### src/rtl/exc_status_reg.sv
module exc_status_reg #(
  parameter int NUM_EXC  = 48,
  parameter int PRIO_W   = 3,
  parameter int NEST     = 8,
  parameter int TICK_NUM = 15,
  parameter int NMI_NUM  = 2,
  parameter int IRQ_BASE = 16
) (
  input  logic                      clk,
  input  logic                      rst_n,
  input  logic                      reg_wr,
  input  logic [31:0]               reg_wdata,
  output logic [31:0]               reg_rdata,
  input  logic [NUM_EXC-1:0]        exc_req,
  input  logic [NUM_EXC-1:0]        exc_en,
  input  logic [NUM_EXC*PRIO_W-1:0] exc_prio,
  input  logic [PRIO_W-1:0]         base_pri,
  input  logic                      fault_mask,
  input  logic                      primask,
  input  logic                      debug_state,
  input  logic                      take_valid,
  input  logic [5:0]                take_num,
  input  logic                      ret_valid
);
  localparam int SP_W  = (NEST > 1) ? $clog2(NEST) : 1;
  localparam int CNT_W = $clog2(NEST + 1);

  logic [NUM_EXC-1:0] pend, pend_nx, elig;
  logic [5:0]         stk [NEST];
  logic [CNT_W-1:0]   cnt;
  logic [5:0]         cur_num, vec;
  logic               tick_set, tick_clr, take_ok, ret_ok, isr_pend, ret_base;
  logic [PRIO_W-1:0]  best_pri;
  logic               found;

  logic unused_inputs;
  assign unused_inputs = primask ^ (^reg_wdata[24:0]) ^ (^reg_wdata[31:27]);

  assign tick_set = reg_wr & reg_wdata[26];
  assign tick_clr = reg_wr & reg_wdata[25];
  assign take_ok  = take_valid && (cnt < CNT_W'(NEST)) && (int'(take_num) < NUM_EXC);
  assign ret_ok   = ret_valid && !take_valid && (cnt != '0);

  always_comb begin
    pend_nx = pend;
    if (take_ok) pend_nx[take_num] = 1'b0;
    if (tick_clr && !tick_set) pend_nx[TICK_NUM] = 1'b0;
    pend_nx = pend_nx | exc_req;
    if (tick_set) pend_nx[TICK_NUM] = 1'b1;
    pend_nx[1:0] = 2'b00;
  end

  always_ff @(posedge clk) begin
    if (!rst_n) begin
      pend <= '0;
      cnt  <= '0;
    end else begin
      pend <= pend_nx;
      if (take_ok) begin
        stk[cnt[SP_W-1:0]] <= take_num;
        cnt <= cnt + 1'b1;
      end else if (ret_ok) begin
        cnt <= cnt - 1'b1;
      end
    end
  end

  always_comb begin
    for (int i = 0; i < NUM_EXC; i++) begin
      elig[i] = pend[i] && exc_en[i] && !fault_mask &&
                !((base_pri != '0) && (exc_prio[i*PRIO_W +: PRIO_W] >= base_pri));
    end
    elig[NMI_NUM] = pend[NMI_NUM];
  end

  always_comb begin
    vec      = '0;
    best_pri = '1;
    found    = 1'b0;
    for (int i = NUM_EXC - 1; i >= 2; i--) begin
      if (i != NMI_NUM && elig[i] &&
          (!found || exc_prio[i*PRIO_W +: PRIO_W] <= best_pri)) begin
        found    = 1'b1;
        best_pri = exc_prio[i*PRIO_W +: PRIO_W];
        vec      = 6'(i);
      end
    end
    if (elig[NMI_NUM]) vec = 6'(NMI_NUM);
  end

  assign cur_num  = (cnt == '0) ? 6'd0 : stk[SP_W'(cnt - 1'b1)];
  assign ret_base = (cnt <= CNT_W'(1));
  assign isr_pend = |pend[NUM_EXC-1:IRQ_BASE];

  assign reg_rdata = {5'b0, 2'b00, 1'b0, debug_state & isr_pend, isr_pend,
                      4'b0, vec, ret_base, 2'b00, 3'b000, cur_num};
endmodule


### config.mk
export PLATFORM = sky130hd
export DESIGN_NAME = exc_status_reg
export DESIGN_NICKNAME = d
export VERILOG_FILES = /design/src/rtl/exc_status_reg.sv
export SDC_FILE = /design/constraint.sdc
export NUM_CORES = 1
export LEC_CHECK = 0
export CAP_MARGIN = 20
export CORE_UTILIZATION = 57
export CTS_CLUSTER_SIZE = 16
export DETAILED_ROUTE_END_ITERATION = 6
export MAX_ROUTING_LAYER = met4
export PLACE_DENSITY = 0.89
export SETUP_SLACK_MARGIN = 0.5
export SYNTH_ARGS = -nofsm -noshare
export SYNTH_HDL_FRONTEND = slang
export SYNTH_SLANG_ARGS = --single-unit
export TNS_END_PERCENT = 50
### constraint.sdc
create_clock -name clk -period 205 [get_ports clk]
set_clock_uncertainty 0.2 [all_clocks]
set_input_delay 41 -clock clk [delete_from_list [all_inputs] [get_ports clk]]
set_output_delay 41 -clock clk [all_outputs]
set_load 0.02 [all_outputs]
## After elaboration in Yosys (flattened, before gate mapping)

Memory sizes are Yosys's and may differ from the RTL's.
Cells that the tools add are included.

- Add/sub/neg operators: 2
- Reductions and logical operators: 371
- Magnitude comparators: 94
- Bitwise logic cells: 6
- Mux-type cells: 145

Operators with widths:

| cell | number |
|---|---|
| $mux W6 | 47 |
| $logic_and A1 B1 Y1 | 230 |
| $ge A3 B3 Y1 | 45 |
| $le A3 B3 Y1 | 44 |
| $mux W3 | 44 |
| $logic_not A1 Y1 | 92 |
| $mux W1 | 50 |
| $and A48 B48 Y48 | 1 |
| $mux W48 | 1 |
| $not A48 Y48 | 1 |
| $or A48 B48 Y48 | 1 |
| $logic_or A1 B1 Y1 | 44 |
| $reduce_or A32 Y1 | 1 |
| $mux W4 | 2 |
| $lt A6 B7 Y1 const B | 1 |
| $demux W1 S6 | 1 |
| $ge A6 B1 Y1 const B | 1 |
| $lt A6 B6 Y1 const B | 1 |
| $add A4 B1 Y4 const B | 1 |
| $le A4 B1 Y1 const B | 1 |
| $logic_not A4 Y1 | 1 |
| $lt A4 B4 Y1 const B | 1 |
| $reduce_bool A4 Y1 | 1 |
| $sub A4 B1 Y4 const B | 1 |
| other kinds (3) | 5 |

- Memories: 1
- RAM bits: 48
- Bits of input ports: 289
- Bits in registers: 52
- Logic and storage cells: 622
- Output and inout port bits: 32

Memories:

| name | depth | bits a word | rd ports | clocked after Yosys merged registers in | wr ports | line | text |
|---|---|---|---|---|---|---|---|
| stk | 8 | 6 | 1 | 0 | 1 | 29 | `logic [5:0] stk [NEST];` |

## Longest topological paths before layout

- Word-level depth: 182
- Gate-level depth with buffers: 389
- Gate-level depth less buffers: 377

## Worst setup path after synthesis

No wires, ideal clock.

- Kind: input -> output
- Start: input base_pri[1]
- End: output reg_rdata[12]
- Path slack: 63,584 ps
- Stages on the path: 353
- Arrival: 100,216 ps
- Path buffers: 13
- Cell sequence: inv_1 -> ha_1 -> a211oi_1 -> o21ai_0 -> nor2_1 -> ha_1 -> a21oi_1 -> a32oi_1 -> nand2b_1 -> a21oi_1 -> inv_1 -> ha_1 -> nor2b_1 -> o21ai_0 -> a32oi_1 -> o21ai_0 -> a221oi_1 -> a31oi_1 -> [... 317 more ...] -> ha_1 -> a21o_1 -> a21oi_1 -> a31oi_1 -> nand2_1 -> nand2_1 -> mux2i_1 -> o21bai_1 -> o31ai_1 -> ha_1 -> a21o_1 -> a21oi_1 -> a31oi_1 -> o21a_1 -> nor4_1 -> nor2_1 -> nor2_1 -> o41a_1

- Word-level cells in the longest chain between the ends: 182
- Elaborated cells on any way between the ends: 491

RTL lines:

| item | line | text |
|---|---|---|
| start: declaration | 17 | `input logic [PRIO_W-1:0] base_pri,` |
| $ge A3 B3 Y1 or $reduce_bool A3 Y1 (tied branches) | 71 | `!((base_pri != '0) && (exc_prio[i*PRIO_W +: PRIO_W] >= base_pri));` |
| $logic_and A1 B1 Y1 | 71 |  |
| $logic_not A1 Y1 | 71 |  |
| $logic_and A1 B1 Y1 | 70 | `elig[i] = pend[i] && exc_en[i] && !fault_mask &&` |
| $mux W3 or $mux W1 (tied branches) | 81 | `if (i != NMI_NUM && elig[i] &&` |
| $le A3 B3 Y1 or $logic_not A1 Y1 (tied branches) | 82 | `(!found \|\| exc_prio[i*PRIO_W +: PRIO_W] <= best_pri)) begin` |
| $logic_or A1 B1 Y1 | 82 |  |
| $logic_and A1 B1 Y1 | 81 |  |
| [... 166 more ...] | n/a |  |
| $logic_or A1 B1 Y1 | 82 |  |
| $logic_and A1 B1 Y1 | 81 |  |
| $mux W3 or $mux W1 (tied branches) | 81 |  |
| $le A3 B3 Y1 or $logic_not A1 Y1 (tied branches) | 82 |  |
| $logic_or A1 B1 Y1 | 82 |  |
| $logic_and A1 B1 Y1 | 81 |  |
| $mux W6 (*) | 81 |  |
| $mux W6 (*) | 88 | `if (elig[NMI_NUM]) vec = 6'(NMI_NUM);` |
| end: declaration | 13 | `output logic [31:0] reg_rdata,` |

Every way passes the cells marked *; elsewhere a longest branch is shown, timed or not.

## Worst setup path in the final report

- Start: input base_pri[0]
- End: output reg_rdata[13]

Same word-level chain as after synthesis.

==> results.txt <==
post-CTS resize count: 0
wirelength, routed: 49.1 mm
Switching Share: 43.9%
cts-stage hold buffer count: 0
final hold slack: 0.350 ns
vias per cell: 6.52
clk sinks: 98
Setup crit end kind: primary output
first-pass GRT wire length: 76.8 mm
Combinational Power Share: 66.0%
Final Max Tran Viols: 0
Synth top cells by count: ha_1, inv_1, a21oi_1, nand2_1, o21a_1
Hold Crit Depth: 2
fmax: 6.47 MHz
Setup Buffers After CTS: 0
Hold Path Origin: pend[22]
die area: 25600 um2
Pint: 0.0000646 W
DRC errors left: 0
Power per Cell Area: 6.64 nW/um2
ys async rst share: 0%
Initial Util: 58.3%
main area contributors after synthesis: ha_1, edfxtp_1, dfxtp_1, o21a_1, a21oi_1
Max VDD drop: 0.00493 mV
Clk pwr share: 14.6%
core area: 24400 um2
Final min period: 154.67 ns
GRT Resource Usage Total: 39.0%
post-synth top area share: 23.7%
Synthesis Warnings: 0
endpoint of the worst hold path: pend[22]
PortBufs: 258
Lkg Pwr: 7.67 nW
crit path kind: input pin to primary output
worst reg-to-reg path cell count: 5
die height: 160 um
Clock transition at path regs: 0.07 ns
root cell of the clock tree: clkbuf_16
area leader, netlist: ha_1
post-synthesis cell area: 14200 um2
antenna-violating nets left: 0
Post-Syn Area per Cell: 8.25 um2
Syn-to-layout area delta: 21.8%
drt wl/cell: 21.4 um
largest net degree at the start of global routing: 55
initial antenna violation count: 10
Placement Rows: 57
Post-synth EDFFs: 48
final worst-path cycle share: 75.4%
IO Pins: 321
RSZ-0062 raised after global routing: false
clock buffer depth: 2
synthesized instance count: 1725
Critical R2R Capture: stk[3][0]
Worst path slowest cell: a21oi_1
most frequent cell after synthesis: ha_1
critical path required time: 163.80 ns
status: finished, final reports clean
worst-skew pair later-pin latency: 0.34 ns
setup violators final: 0
via count: 15000
final setup TNS: 0 ns
max_cap viols: 0
main flop type after synthesis: dfxtp_1
most used cell, CP: ha_1
crit path max fanout: 25
Startpoint Class: input pin
Hold Vio Cnt, Final: 0
Worst-Margin Slew: 1.06 ns
worst rel slew slack: 29.2%
switching power: 0.0000505 W
nets: 2515
Placer Congestion: 1.03
Hold Crit Class: register to register
reg2reg start: cnt[3]
Worst Path Arrival: 113.47 ns
Die X: 160 um
share of cells above drive strength 1: 5.25%
CP peak stage delay: 0.84 ns
placed instance area: 17000 um2
Yosys cell types: 78
vias in the first global route: 14500
flop2flop setup slack: 201.95 ns
Starting DRT DRC Count: 1229
H-tree depth: 3
CTS Buf Count: 9
final instance area: 17300 um2
flops & latches, synth: 98
TritonCTS clock tree: done
Remaining Overflow, GRT: 0
router iterations before antenna repair: 7
DP Wirelength: 38.7 mm
share of power burned in registers: 19.4%
post-synthesis sequential area ratio: 17.2%
-- state kept, by name (all words and copies together), names as in the netlist --
register,count
stk,48
pend,46
cnt,4
-- worst max path at each step --
| stage | startpoint | end | cells after the start |
|---|---|---|---|
| after floorplan | base_pri[1] | reg_rdata[12] | 353 |
| after global placement | base_pri[0] | reg_rdata[13] | 341 |
| after detailed placement | base_pri[0] | reg_rdata[13] | 345 |
| after CTS | base_pri[0] | reg_rdata[13] | 345 |
| after global routing | base_pri[0] | reg_rdata[13] | 345 |
| final | base_pri[0] | reg_rdata[13] | 344 |
-- critical path: cells and delay by family --
family | cells | cell delay (ns)
AOI/OAI and AO/OA | 191 | 39.58
muxes | 13 | 3.99
buffers and inverters | 19 | 2.61
adders and majority gates | 44 | 12.40
and+or+nand+nor | 77 | 13.78
-- layout make-up --
cell class                      count  area, um2
Timing Repair Buffer              272       2680
Multi-Input combinational cell   1441      11000
Clock buffer                       11        254
Fill cell                        1972       7060
Sequential cell                    98       2440
Tap cell                          324        405
Inverter                          134        503
Clock inverter                      5       41.3
Antenna cell                       10       25.0
-- through the flow --
step / utilization, % / setup slack [ns] / std cells / power (W)
2_1_floorplan: - / 63.58 / 1741 / 0.0000747
5_1_grt: 71.1 / 45.06 / 2295 / 0.000125
6_report: 71.1 / 50.33 / 2295 / 0.000115
4_1_cts: 71.0 / 51.90 / 2285 / 0.000114
3_5_place_dp: 69.7 / 52.13 / 2269 / 0.0000969
3_3_place_gp: 69.7 / 53.95 / 2269 / 0.0000935
-- cell usage in the layout (no fill, tap or decap), types with 50 or more instances in the layout --
| cell | count |
|---|---|
| nand2_1 | 120 |
| a21o_1 | 68 |
| a21oi_1 | 120 |
| inv_1 | 132 |
| o21a_1 | 103 |
| nor2_1 | 89 |
| clkdlybuf4s50_1 | 256 |
| o21ai_0 | 88 |
| ha_1 | 270 |
| dfxtp_1 | 50 |
| nand2b_1 | 55 |
-- power by group through the flow --
stage	registers, W	logic [W]	clock network (W)
finish	0.0000223	0.0000760	0.0000168
global route	0.0000223	0.0000846	0.0000177
CTS	0.0000223	0.0000747	0.0000167
detailed placement	0.0000227	0.0000742	0
global placement	0.0000226	0.0000709	0
floorplan	0.0000222	0.0000524	0
-- metal layers --
metal  part of all wire [%]  GRT usage [%]  vias up
met5                      0              -        -
met4                    5.4           19.5        0
met3                    9.3           5.22      197
met2                     45           62.2      865
met1                     40           48.3     6880
li1                       -              -     7021
-- cell families (layout without fill, tap and decap cells) --
kind of cell	count (synthesis)	in the layout	share of synthesized area, %
compound gates	640	640	31.5
fa+ha+maj	270	270	23.7
buf+inv	202	422	6.08
flops	98	98	17.2
mux	51	51	4.77
other cells	1	27	0.0264
simple gates	463	463	16.7
No activity file was read; power rests on OpenSTA's default activity.
